### src/rtl/canbuf_pkg.sv
package canbuf_pkg;

  typedef enum logic [3:0] {
    ST_IDLE     = 4'b1000,
    ST_SEND     = 4'b1100,
    ST_SENDBUSY = 4'b1101,
    ST_RSPQ     = 4'b1110,
    ST_RSPBUSY  = 4'b1111,
    ST_RMTARM   = 4'b1010,
    ST_RXWAIT   = 4'b0010,
    ST_RXFULL   = 4'b0100,
    ST_RXOVR    = 4'b0110
  } buf_st_e;

  function automatic logic cpu_writable(input logic [3:0] code);
    return (code == ST_IDLE)   || (code == ST_SEND) || (code == ST_RSPQ) ||
           (code == ST_RMTARM) || (code == ST_RXWAIT);
  endfunction

endpackage

### src/rtl/canbuf_slot.sv
module canbuf_slot
  import canbuf_pkg::*;
(
  input  logic       clk,
  input  logic       rst,
  input  logic       wr_hit,
  input  logic [3:0] wr_code,
  input  logic       wr_rmt,
  input  logic       grant,
  input  logic       tx_done,
  input  logic       tx_fail,
  input  logic       rx_data,
  input  logic       rx_remote,
  output logic [3:0] state_o,
  output logic       evt_o
);

  buf_st_e st_q, st_n;
  logic    rmt_q, rmt_n;
  logic    cpu_ok;

  always_comb begin
    st_n   = st_q;
    rmt_n  = rmt_q;
    evt_o  = 1'b0;
    cpu_ok = 1'b0;
    case (st_q)
      ST_SEND: begin
        if (grant) st_n = ST_SENDBUSY;
        else       cpu_ok = 1'b1;
      end
      ST_RSPQ: begin
        if (grant) st_n = ST_RSPBUSY;
        else       cpu_ok = 1'b1;
      end
      ST_SENDBUSY: begin
        if (tx_done) begin
          st_n  = rmt_q ? ST_RXWAIT : ST_IDLE;
          evt_o = 1'b1;
        end else if (tx_fail) begin
          st_n = ST_SEND;
        end
      end
      ST_RSPBUSY: begin
        if (tx_done) begin
          st_n  = ST_RMTARM;
          evt_o = 1'b1;
        end else if (tx_fail) begin
          st_n = ST_RSPQ;
        end
      end
      ST_RMTARM: begin
        if (rx_remote) begin
          st_n  = ST_RSPQ;
          evt_o = 1'b1;
        end else cpu_ok = 1'b1;
      end
      ST_RXWAIT: begin
        if (rx_data) begin
          st_n  = ST_RXFULL;
          evt_o = 1'b1;
        end else cpu_ok = 1'b1;
      end
      ST_RXFULL, ST_RXOVR: begin
        if (rx_data) begin
          st_n  = ST_RXOVR;
          evt_o = 1'b1;
        end else cpu_ok = 1'b1;
      end
      default: cpu_ok = 1'b1;
    endcase
    if (cpu_ok && wr_hit && cpu_writable(wr_code)) begin
      st_n = buf_st_e'(wr_code);
      if (wr_code == ST_SEND) rmt_n = wr_rmt;
    end
  end

  always_ff @(posedge clk) begin
    if (rst) begin
      st_q  <= ST_IDLE;
      rmt_q <= 1'b0;
    end else begin
      st_q  <= st_n;
      rmt_q <= rmt_n;
    end
  end

  assign state_o = st_q;

  // only the nine defined codes ever appear
  a_r2_legal_code: assert property (@(posedge clk) disable iff (rst)
    st_q inside {ST_IDLE, ST_SEND, ST_SENDBUSY, ST_RSPQ, ST_RSPBUSY,
                 ST_RMTARM, ST_RXWAIT, ST_RXFULL, ST_RXOVR});

  // a grant advances a one-shot request
  a_r3_grant_send: assert property (@(posedge clk) disable iff (rst)
    (st_q == ST_SEND && grant) |=> st_q == ST_SENDBUSY);

  // busy state holds against CPU writes
  a_r8_busy_hold: assert property (@(posedge clk) disable iff (rst)
    ((st_q == ST_SENDBUSY || st_q == ST_RSPBUSY) && !tx_done && !tx_fail) |=> $stable(st_q));

  // completion of a one-shot send always reports
  a_r5_done_evt: assert property (@(posedge clk) disable iff (rst)
    (st_q == ST_SENDBUSY && tx_done) |-> evt_o);

endmodule

### src/rtl/canbuf_irq.sv
module canbuf_irq #(
  parameter int NBUF = 4
) (
  input  logic            clk,
  input  logic            rst,
  input  logic [NBUF-1:0] evt,
  input  logic            ien_we,
  input  logic [NBUF-1:0] ien_data,
  input  logic            clr_we,
  input  logic [NBUF-1:0] clr_pend,
  input  logic            clr_err,
  input  logic            err_det,
  output logic [NBUF-1:0] pend_o,
  output logic            err_o,
  output logic            irq_o
);

  logic [NBUF-1:0] pend_q, pend_n, ien_q, ien_n, clr_m;
  logic            err_q, err_n;

  always_comb begin
    clr_m  = clr_we ? clr_pend : '0;
    pend_n = (pend_q & ~clr_m) | evt;
    err_n  = (err_q & ~(clr_we & clr_err)) | err_det;
    ien_n  = ien_we ? ien_data : ien_q;
  end

  always_ff @(posedge clk) begin
    if (rst) begin
      pend_q <= '0;
      err_q  <= 1'b0;
      ien_q  <= '0;
      irq_o  <= 1'b0;
    end else begin
      pend_q <= pend_n;
      err_q  <= err_n;
      ien_q  <= ien_n;
      irq_o  <= (|(pend_n & ien_n)) | err_n;
    end
  end

  assign pend_o = pend_q;
  assign err_o  = err_q;

  // every reported transition lands in the flag register
  a_r10_set: assert property (@(posedge clk) disable iff (rst)
    (|evt) |=> ((pend_q & $past(evt)) == $past(evt)));

  // write-one clears bits not set in the same cycle
  a_r10_clear: assert property (@(posedge clk) disable iff (rst)
    clr_we |=> ((pend_q & $past(clr_pend & ~evt)) == '0));

  // an error strobe is recorded
  a_r10_err: assert property (@(posedge clk) disable iff (rst)
    err_det |=> err_q);

  // a pending error always requests an interrupt
  a_r11_err_irq: assert property (@(posedge clk) disable iff (rst)
    err_q |-> irq_o);

endmodule

### src/rtl/canbuf_state_ctrl.sv
module canbuf_state_ctrl #(
  parameter int NBUF = 4,
  localparam int IDXW = (NBUF > 1) ? $clog2(NBUF) : 1
) (
  input  logic              clk,
  input  logic              rst,
  input  logic              wr_en,
  input  logic [IDXW-1:0]   wr_idx,
  input  logic [3:0]        wr_code,
  input  logic              wr_rmt,
  input  logic              ien_we,
  input  logic [NBUF-1:0]   ien_data,
  input  logic              clr_we,
  input  logic [NBUF-1:0]   clr_pend,
  input  logic              clr_err,
  input  logic [NBUF-1:0]   grant,
  input  logic [NBUF-1:0]   tx_done,
  input  logic [NBUF-1:0]   tx_fail,
  input  logic [NBUF-1:0]   rx_data,
  input  logic [NBUF-1:0]   rx_remote,
  input  logic              err_det,
  output logic [4*NBUF-1:0] state_o,
  output logic [NBUF-1:0]   pend_o,
  output logic              err_o,
  output logic              irq_o
);

  logic [NBUF-1:0] evt;

  for (genvar i = 0; i < NBUF; i++) begin : g_slot
    canbuf_slot u_slot (
      .clk       (clk),
      .rst       (rst),
      .wr_hit    (wr_en && (wr_idx == IDXW'(i))),
      .wr_code   (wr_code),
      .wr_rmt    (wr_rmt),
      .grant     (grant[i]),
      .tx_done   (tx_done[i]),
      .tx_fail   (tx_fail[i]),
      .rx_data   (rx_data[i]),
      .rx_remote (rx_remote[i]),
      .state_o   (state_o[4*i +: 4]),
      .evt_o     (evt[i])
    );
  end

  canbuf_irq #(.NBUF(NBUF)) u_irq (
    .clk      (clk),
    .rst      (rst),
    .evt      (evt),
    .ien_we   (ien_we),
    .ien_data (ien_data),
    .clr_we   (clr_we),
    .clr_pend (clr_pend),
    .clr_err  (clr_err),
    .err_det  (err_det),
    .pend_o   (pend_o),
    .err_o    (err_o),
    .irq_o    (irq_o)
  );

endmodule

### config.mk
export PLATFORM = sky130hd
export DESIGN_NAME = canbuf_state_ctrl
export DESIGN_NICKNAME = d
export VERILOG_FILES = /design/src/rtl/canbuf_pkg.sv /design/src/rtl/canbuf_slot.sv /design/src/rtl/canbuf_irq.sv /design/src/rtl/canbuf_state_ctrl.sv
export SDC_FILE = /design/constraint.sdc
export NUM_CORES = 1
export LEC_CHECK = 0
export BUFFER_PORTS_ARGS = -buffer_cell sky130_fd_sc_hd__buf_2
export CORE_MARGIN = 2
export CORE_UTILIZATION = 26
export CTS_BUF_LIST = sky130_fd_sc_hd__clkbuf_16
export DETAILED_ROUTE_END_ITERATION = 10
export GPL_TIMING_DRIVEN = 0
export PLACE_DENSITY_LB_ADDON = 0.25
export SYNTH_ARGS = -nofsm -noshare
export SYNTH_HDL_FRONTEND = slang
export SYNTH_SLANG_ARGS = --single-unit
### constraint.sdc
create_clock -name clk -period 3.3 [get_ports clk]
set_input_delay 0.33 -clock clk [delete_from_list [all_inputs] [get_ports clk]]
set_output_delay 0.33 -clock clk [all_outputs]
set_load 0.05 [all_outputs]
==> Word-level counts from Yosys, hierarchy flattened <==
Cells that the tools add are included.
{ "word_totals": {"reg_bits": 30, "latchBits": 0, "ramBits": 0, "rom_bits": 0, "out_inout_bits": 22, "elab_cells": 217, "n_memories": 0} }
{ "classes": {"addsub": 0, "multipliers": 0, "div_mod_pow": 0, "n_lt_le_gt_ge": 0, "eq_ne": 68, "shifts": 0, "muxes": 82, "n_bitwise": 9, "reduce_logical": 46} }
{ "op_table": {"columns": ["op", "n"], "rows": [
  ["two-way mux 4 bit", 46],
  ["case mux 4 bit (7 select lines)", 4],
  ["== test 4 bit, second input constant", 24],
  ["inequality test 3 x 2 -> 1 bit, second input constant", 20],
  ["== test 4 x 3 -> 1 bit, second input constant", 8],
  ["inequality test 4 x 3 -> 1 bit, second input constant", 8],
  ["AND reduction 8 bit", 4],
  ["nonzero test 8 bit", 4],
  ["two-way mux 1 bit", 24],
  ["OR reduction 2 bit", 12],
  ["== test 4 x 2 -> 1 bit, second input constant", 5],
  ["case mux 1 bit (4 select lines)", 4],
  ["logical AND 1 bit", 12],
  ["case mux 1 bit (3 select lines)", 4],
  ["OR reduction 3 bit", 4],
  ["bitwise AND 4 bit", 2],
  ["AND reduction 2 bit", 4],
  ["== test 2 bit, second input constant", 2],
  ["logical OR 1 bit", 4],
  ["NOT 4 bit", 1],
  ["OR 4 bit", 1],
  ["OR reduction 4 bit", 1],
  ["bitwise AND 1 bit", 2],
  ["== test 2 x 1 -> 1 bit, second input constant", 1],
  ["other kinds (3)", 4]
]} }

==> Logic depth before layout (Yosys ltp) <==
Gate-level depths: netlist of run 1.
{ "depth": {"word_depth": 8, "depth_mapped": 7, "depth_no_buf": 5} }

==> By module <==
From an unflattened synthesis of run 1, not the netlist that was laid out.
{ "unflattened": {"hier_cells": 282, "hier_area_um2": 2254.7} }
{ "modules_own_cells": {"columns": ["mod", "instances", "cells_per_inst", "area_per_inst_um2", "seq_area_each_um2"], "rows": [
  ["canbuf_slot", 4, 60, 466.7, 100.1],
  ["canbuf_irq", 1, 38, 350.3, 200.2],
  ["canbuf_state_ctrl", 1, 4, 37.5, 0.0]
]} }

==> Worst setup path after synthesis of run 1 <==
OpenSTA, ideal clock, no wires.
{ "synth_path": {"path_type": "register -> register", "from": "reg g_slot[2].u_slot.st_q[3]", "to": "reg g_slot[2].u_slot.st_q[2]", "setup_ps": 95, "arrival_time_ps": 2151, "required_ps": 3205, "setup_slack_ps": 1053, "stages_incl_launch_ff": 7, "n_path_buf": 1, "synth_period_minus_slack_ps": 2247, "cell_sequence": "dfxtp_1 -> buf_2 -> nand2_1 -> o32ai_2 -> o2111ai_2 -> or4b_1 -> o311ai_1"} }
{ "synth_between": {"elab_chain_cells": 7} }
{ "synth_lines": {"columns": ["item", "line_no", "rtl"], "rows": [
  ["start: declaration", "canbuf_slot.sv:18", "buf_st_e st_q, st_n;"],
  ["start signal: assignment", "canbuf_slot.sv:83", "st_q <= st_n;"],
  ["== test 4 x 2 -> 1 bit, or another cell as far along", "canbuf_slot.sv:27", "case (st_q)"],
  ["OR reduction 3 bit (no source line) or OR reduction 2 bit (tied branches)", null, null],
  ["case mux 1 bit (4 select lines)", "canbuf_slot.sv:27", null],
  ["logical AND 1 bit (2 in a row)", "canbuf_slot.sv:72", "if (cpu_ok && wr_hit && cpu_writable(wr_code)) begin"],
  ["nonzero test 8 bit (no source line), or another cell as far along", null, null],
  ["AND reduction 8 bit (no source line)", null, null]
]} }
Parallel ways exist; a longest one is shown, timed or not.
A chain may end at the register's enable or synchronous reset.

==> Worst setup path after layout of run 1 <==
Ends and elaborated chain as after synthesis.

==> out/qor.yml, run 1 <==
floorplan:
  initial_core_util: 0.2704
  io_pins: 64
  die_w_um: 91.09
  placementRows: 31
  core_area_mm2: 0.007292
  die_h_um: 91.09
  die_area_mm2: 0.008296
setup_path:
  crit_type: "reg2reg"
  crit_slowest_cell: "or4b_1"
  critPathMaxStageDelay_ns: 0.57
  cp-end-kind: "register"
  regToRegStartpoint: "g_slot[2].u_slot.state_o[3]"
  cp-start-kind: "register"
  crit_buf_inv: 1
  r2r_end: "g_slot[2].u_slot.state_o[2]"
  r2r_setup_slack_ns: 1.22
  cp.arrival_ns: 2.26
  path_cells: "buf_2, nand2_1, o32ai_2, o2111ai_2, or4b_1, o311ai_1"
  cp_data_required_time_ns: 3.48
  rr_worst_depth: 6
  cp_top_family: "simple AND/OR/NAND/NOR gates"
  critPathMaxFanout: 10
final_layout:
  final_common_cell: "buf_2"
  drive_above_1_share: 0.2643
  antenna_cells: 0
  final_cell_mix: "65 x buf_2, 30 x nor2_1, 30 x dfxtp_1, 21 x nand2_1, 14 x a21oi_1"
  fin_area_mm2: 0.002544
  syn2layout_area_growth_pct: 29.00
  nets: 355
  fillers: 822
drt:
  wl_per_cell_um: 14.35
  highest_layer: "met4"
  num_vias: 2113
  met2_length_um: 2718
  met1Wirelength_um: 2790
  wirelength_um: 5928
  drc_errors: 0
  ant_nets: 0
  drtPass1Iterations: 4
  met3RoutedLength_um: 298
  first_iter_violations: 61
  viasPerCell: 5.116
timing:
  fin_crit_sh: 0.6314
  max_freq_mhz: 480.0
  min_period_ns: 2.083
  tightest_slew_ns: 0.5880
  fin_tns_setup_ns: 0
  skew_ns: 0.003556
  hold_viol_final: 0
  slew_headroom: 0.6054
  setup_viol: 0
  rsz0062_at_grt: "no"
  finalMaxSlewViolations: 0
outcome:
  status: "completed"
clocking:
  cts_buffer_depth: 2
  clk_latency_ns: 0.27
  cts_made_buffers: 5
  postCtsSetupBuffers: 0
  cts_resized: 0
  clkTransAtPathRegs_ns: 0.05
  cts_root_buf: "clkbuf_16"
  hold_buffers: 0
  htree_levels: 2
  cts_sinks: 30
  cts_tree: "done"
hold_path:
  hold-path-endpoint: "u_irq.err_o"
  whs_path_depth: 3
  holdCritStartpoint: "err_det"
  hold_path.class: "in2reg"
global_route:
  grt_max_degree: 11
  grt_pass1_wl_um: 10010
  grt_pass1_vias: 2057
  grt_usage: 0.1484
  grt.overflow.total: 0
  antenna_found_initial: 0
power:
  switching_share: 0.4627
  p_comb_frac: 0.503
  p_per_area_mw_per_mm2: 745.2
  p_int_w: 0.001018
  ir_drop_mv: 0.2883
  clkPwrFrac: 0.230
  p_switching_w: 0.0008771
  leakage_nw: 1.055
  total_power_w: 0.001895
  power_frac_seq: 0.268
yosys:
  synthFlopType: "dfxtp_1"
  synth_top_area_frac: 0.3046
  synth_cell_types: 57
  synth_largest_area_cell: "dfxtp_1"
  syn_inst: 244
  postSynthAreaPerCell_um2: 8.082
  yosysWarningCount: 0
  yosysSeqAreaShare: 0.3046
  synth_area_mm2: 0.001972
  synthesis.nets: 286
  yosys_register_bits: 30
  synth-async-reset-ratio: 0
  synth_edf_count: 0
  synthTopCellsByArea: "dfxtp_1 30%, nor2_1 5.7%, mux2i_1 5.6%, nand2_1 4.0%, a21oi_1 3.6%"
place:
  place_area_mm2: 0.002406
  gp_congestion: 0.8207
  portBuffers: 62
  dp_hpwl_um: 4540
flow_run:
  maxCapViolCount: 0
==> flip-flops by register name, summed over array words and instances, names as in the netlist <==
register	count
g_slot.u_slot.rmt_q	4
g_slot.u_slot.state_o	16
u_irq.err_o	1
u_irq.ien_q	4
u_irq.irq_o	1
u_irq.pend_o	4
==> worst max-delay path by stage <==
stage,startpoint,to,slack (ns),cells past startpoint
global placement,g_slot[2].u_slot.state_o[3],g_slot[2].u_slot.state_o[2],1.28,6
floorplan,g_slot[2].u_slot.state_o[3],g_slot[2].u_slot.state_o[2],1.05,6
CTS,g_slot[2].u_slot.state_o[3],g_slot[2].u_slot.state_o[2],1.19,6
finish,g_slot[2].u_slot.state_o[3],g_slot[2].u_slot.state_o[2],1.22,6
detailed placement,g_slot[2].u_slot.state_o[3],g_slot[2].u_slot.state_o[2],1.22,6
global route,g_slot[2].u_slot.state_o[3],g_slot[2].u_slot.state_o[2],1.04,6
==> layer usage <==
layer	GRT usage	up-vias
li1	-	1070
met1	0.1924	990
met2	0.2383	45
met3	0.03900	8
met4	0.05051	0
met5	0	-
==> through the flow <==
step	setup slack (ns)	cells	util	hold WS (ns)
6_report	1.217	413	0.3488	0.2957
5_1_grt	1.042	413	0.3488	0.3128
4_1_cts	1.192	413	0.3488	0.2944
3_5_place_dp	1.216	405	0.3300	0.4780
3_3_place_gp	1.285	405	0.3300	0.4732
2_1_floorplan	1.053	244	-	0.4131
==> cells by family (layout without fill, tap and decap cells) <==
logic type      Yosys count  in the layout  share of synthesized area
compound gates           83             83                     0.3338
mux                      12             12                    0.06155
flops                    30             30                     0.3046
xor+xnor                  1              1                   0.004442
simple gates             94             94                     0.2481
buf+inv                  24             94                    0.04759
==> cell type report <==
cell class / count / area, um2 / share of cell area
Multi-Input combinational cell: 190 / 1277 / 0.5022
Sequential cell: 30 / 600.6 / 0.2361
Timing Repair Buffer: 62 / 310.3 / 0.1220
Clock buffer: 5 / 125.1 / 0.04919
Tap cell: 99 / 123.9 / 0.04870
Buffer: 14 / 56.30 / 0.02213
Inverter: 10 / 37.54 / 0.01476
Clock inverter: 3 / 12.51 / 0.004919
==> power groups by stage <==
| stage | logic, W | registers (W) | clock network (W) |
|---|---|---|---|
| floorplan | 0.000503 | 0.000745 | 0 |
| global placement | 0.000951 | 0.000515 | 0 |
| detailed placement | 0.000954 | 0.000515 | 0 |
| CTS | 0.000957 | 0.000508 | 0.000447 |
| global route | 0.00105 | 0.000520 | 0.000466 |
| finish | 0.000953 | 0.000507 | 0.000435 |
==> tightest hold or removal path: cells and delay by family <==
| family | cells | cell delay, ns |
|---|---|---|
| AND/OR/NAND/NOR | 1 | 0.08 |
| AO/OA/AOI/OAI | 1 | 0.04 |
| buffers and inverters | 1 | 0.08 |
==> synth_stat cells, types with 4 or more instances <==
master	number
inv_1	10
nand2b_1	5
and3_1	4
a31oi_1	9
clkbuf_1	11
or3_1	4
o211ai_1	7
a21oi_1	14
o21ai_0	7
nand2_1	21
nor2_1	30
nand4_1	5
mux2i_1	11
dfxtp_1	30
nand3_1	5
(Power assumes the default switching activity.)
==> inputs of run 2 (changes only) <==
==> constraint.sdc (replaced) <==
create_clock -name clk -period 2.15 [get_ports clk]
set_input_delay 0.215 -clock clk [delete_from_list [all_inputs] [get_ports clk]]
set_output_delay 0.215 -clock clk [all_outputs]
set_load 0.05 [all_outputs]
==> out/qor.yml, run 2 (same netlist as run 1, synthesis figures left out) <==
global_route:
  antenna_found_initial: 0
  grt.overflow.total: 0
  grt_usage: 0.1499
  grt_pass1_wl_um: 10120
  grt_max_degree: 11
  grt_pass1_vias: 2022
drt:
  viasPerCell: 5.141
  drc_errors: 0
  first_iter_violations: 120
  num_vias: 2118
  wirelength_um: 5986
  drtPass1Iterations: 4
  ant_nets: 0
  wl_per_cell_um: 14.53
final_layout:
  syn2layout_area_growth_pct: 29.44
  final_common_cell: "buf_2"
  largest_reg_flops: 16
  antenna_cells: 0
  fin_util: 0.3500
  nets: 355
  final_cell_mix: "64 x buf_2, 30 x nor2_1, 27 x dfxtp_1, 21 x nand2_1, 14 x a21oi_1"
  drive_above_1_share: 0.2843
setup_path:
  crit_type: "reg2reg"
  cp.arrival_ns: 2.18
  startpoint: "g_slot[2].u_slot.state_o[3]"
  cp-start-kind: "register"
  regToRegStartpoint: "g_slot[2].u_slot.state_o[3]"
  critPathMaxFanout: 10
  cp_data_required_time_ns: 2.33
  cp-end-kind: "register"
power:
  ir_drop_mv: 0.6895
  leakage_nw: 1.061
  total_power_w: 0.002925
  p_per_area_mw_per_mm2: 1146
timing:
  rsz0062_at_grt: "no"
  max_freq_mhz: 500.6
  fin_crit_sh: 0.9292
  finalMaxSlewViolations: 0
  tightest_slew_ns: 0.5593
  setup_viol: 0
  hold_viol_final: 0
  min_period_ns: 1.998
  slew_headroom: 0.6246
  skew_ns: 0.004616
  fin_tns_setup_ns: 0
floorplan:
  die_area_mm2: 0.008296
  core_area_mm2: 0.007292
  die_w_um: 91.09
  io_pins: 64
  placementRows: 31
  die_h_um: 91.09
  initial_core_util: 0.2704
outcome:
  status: "completed"
clocking:
  cts_made_buffers: 5
  cts_sinks: 30
  htree_levels: 2
  cts_root_buf: "clkbuf_16"
  clk_latency_ns: 0.27
  clkTransAtPathRegs_ns: 0.05
  cts_tree: "done"
  cts_buffer_depth: 2
place:
  gp_congestion: 0.8046
  portBuffers: 62
  dp_hpwl_um: 4612
hold_path:
  hold_path.class: "in2reg"
  holdCritStartpoint: "err_det"
flow_run:
  maxCapViolCount: 0
-- run 2: changes by cell type in the layout (fill, tap and decap cells not counted) --
cell and delta:
buf_2 -1, buf_4 +1, clkbuf_1 -2, clkbuf_2 +1
clkbuf_4 +1, clkinv_1 -1, clkinv_2 +1, dfxtp_1 -3
dfxtp_2 +3, inv_1 -1
-- run 2: path summary, 6_finish.rpt --
check | endpoint | slack (ns) | depth (start not counted)
max reg2reg | g_slot[2].u_slot.state_o[2] | 0.15 | 6
min reg2reg | u_irq.ien_q[2] | 0.49 | 2
min | u_irq.err_o | 0.17 | 3
max | g_slot[2].u_slot.state_o[2] | 0.15 | 6
-- run 2: layout make-up --
cell class                 instances  area [um2]
fill                             847        4740
multi-input combinational        190        1277
sequential                        30       604.3
timing repair buffer              63       317.8
clock buffer                       5       125.1
tap                               99       123.9
buffer                            13       56.30
inverter                          10       37.54
clock inverter                     2       10.01
-- run 2: critical path, cell delays in order, from the launching register on --
cell       delay (ns)
dfxtp_2          0.33
buf_2            0.22
nand2_1          0.13
o32ai_2          0.28
o2111ai_2        0.30
or4b_1           0.57
o311ai_1         0.09
-- run 2: per-layer routing --
layer	share of wire	wire length [um]	GRT usage
met1	0.47	2821	0.1978
met2	0.48	2854	0.2494
met3	0.043	260	0.03071
met4	0.0084	50	0.03788
met5	0	0	0
-- run 2: timing repair --
| action | CTS | global route |
|---|---|---|
| setup endpoints to repair | 0 | 4 |
| resized for setup | 0 | 3 |
| buffers inserted | 0 | 1 |
| hold buffers | 0 | 0 |
-- run 2: power breakdown --
| group | leakage [nW] | switching [W] | internal (W) |
|---|---|---|---|
| Clock | 0.0694 | 0.000245 | 0.000417 |
| Sequential | 0.246 | 0.000127 | 0.000676 |
| Combinational | 0.746 | 0.000975 | 0.000484 |
-- run 2: stage by stage --
stage          std cells  hold WS [ns]  setup slack (ns)  cell area [um2]
6_report             412        0.1667            0.1522             2552
5_1_grt              412        0.1972          0.006124             2552
4_1_cts              412        0.1634           0.07883             2545
3_5_place_dp         405        0.4474           0.07810             2410
3_3_place_gp         405        0.4446            0.1323             2410
2_1_floorplan        244        0.2981          0.006699             1976
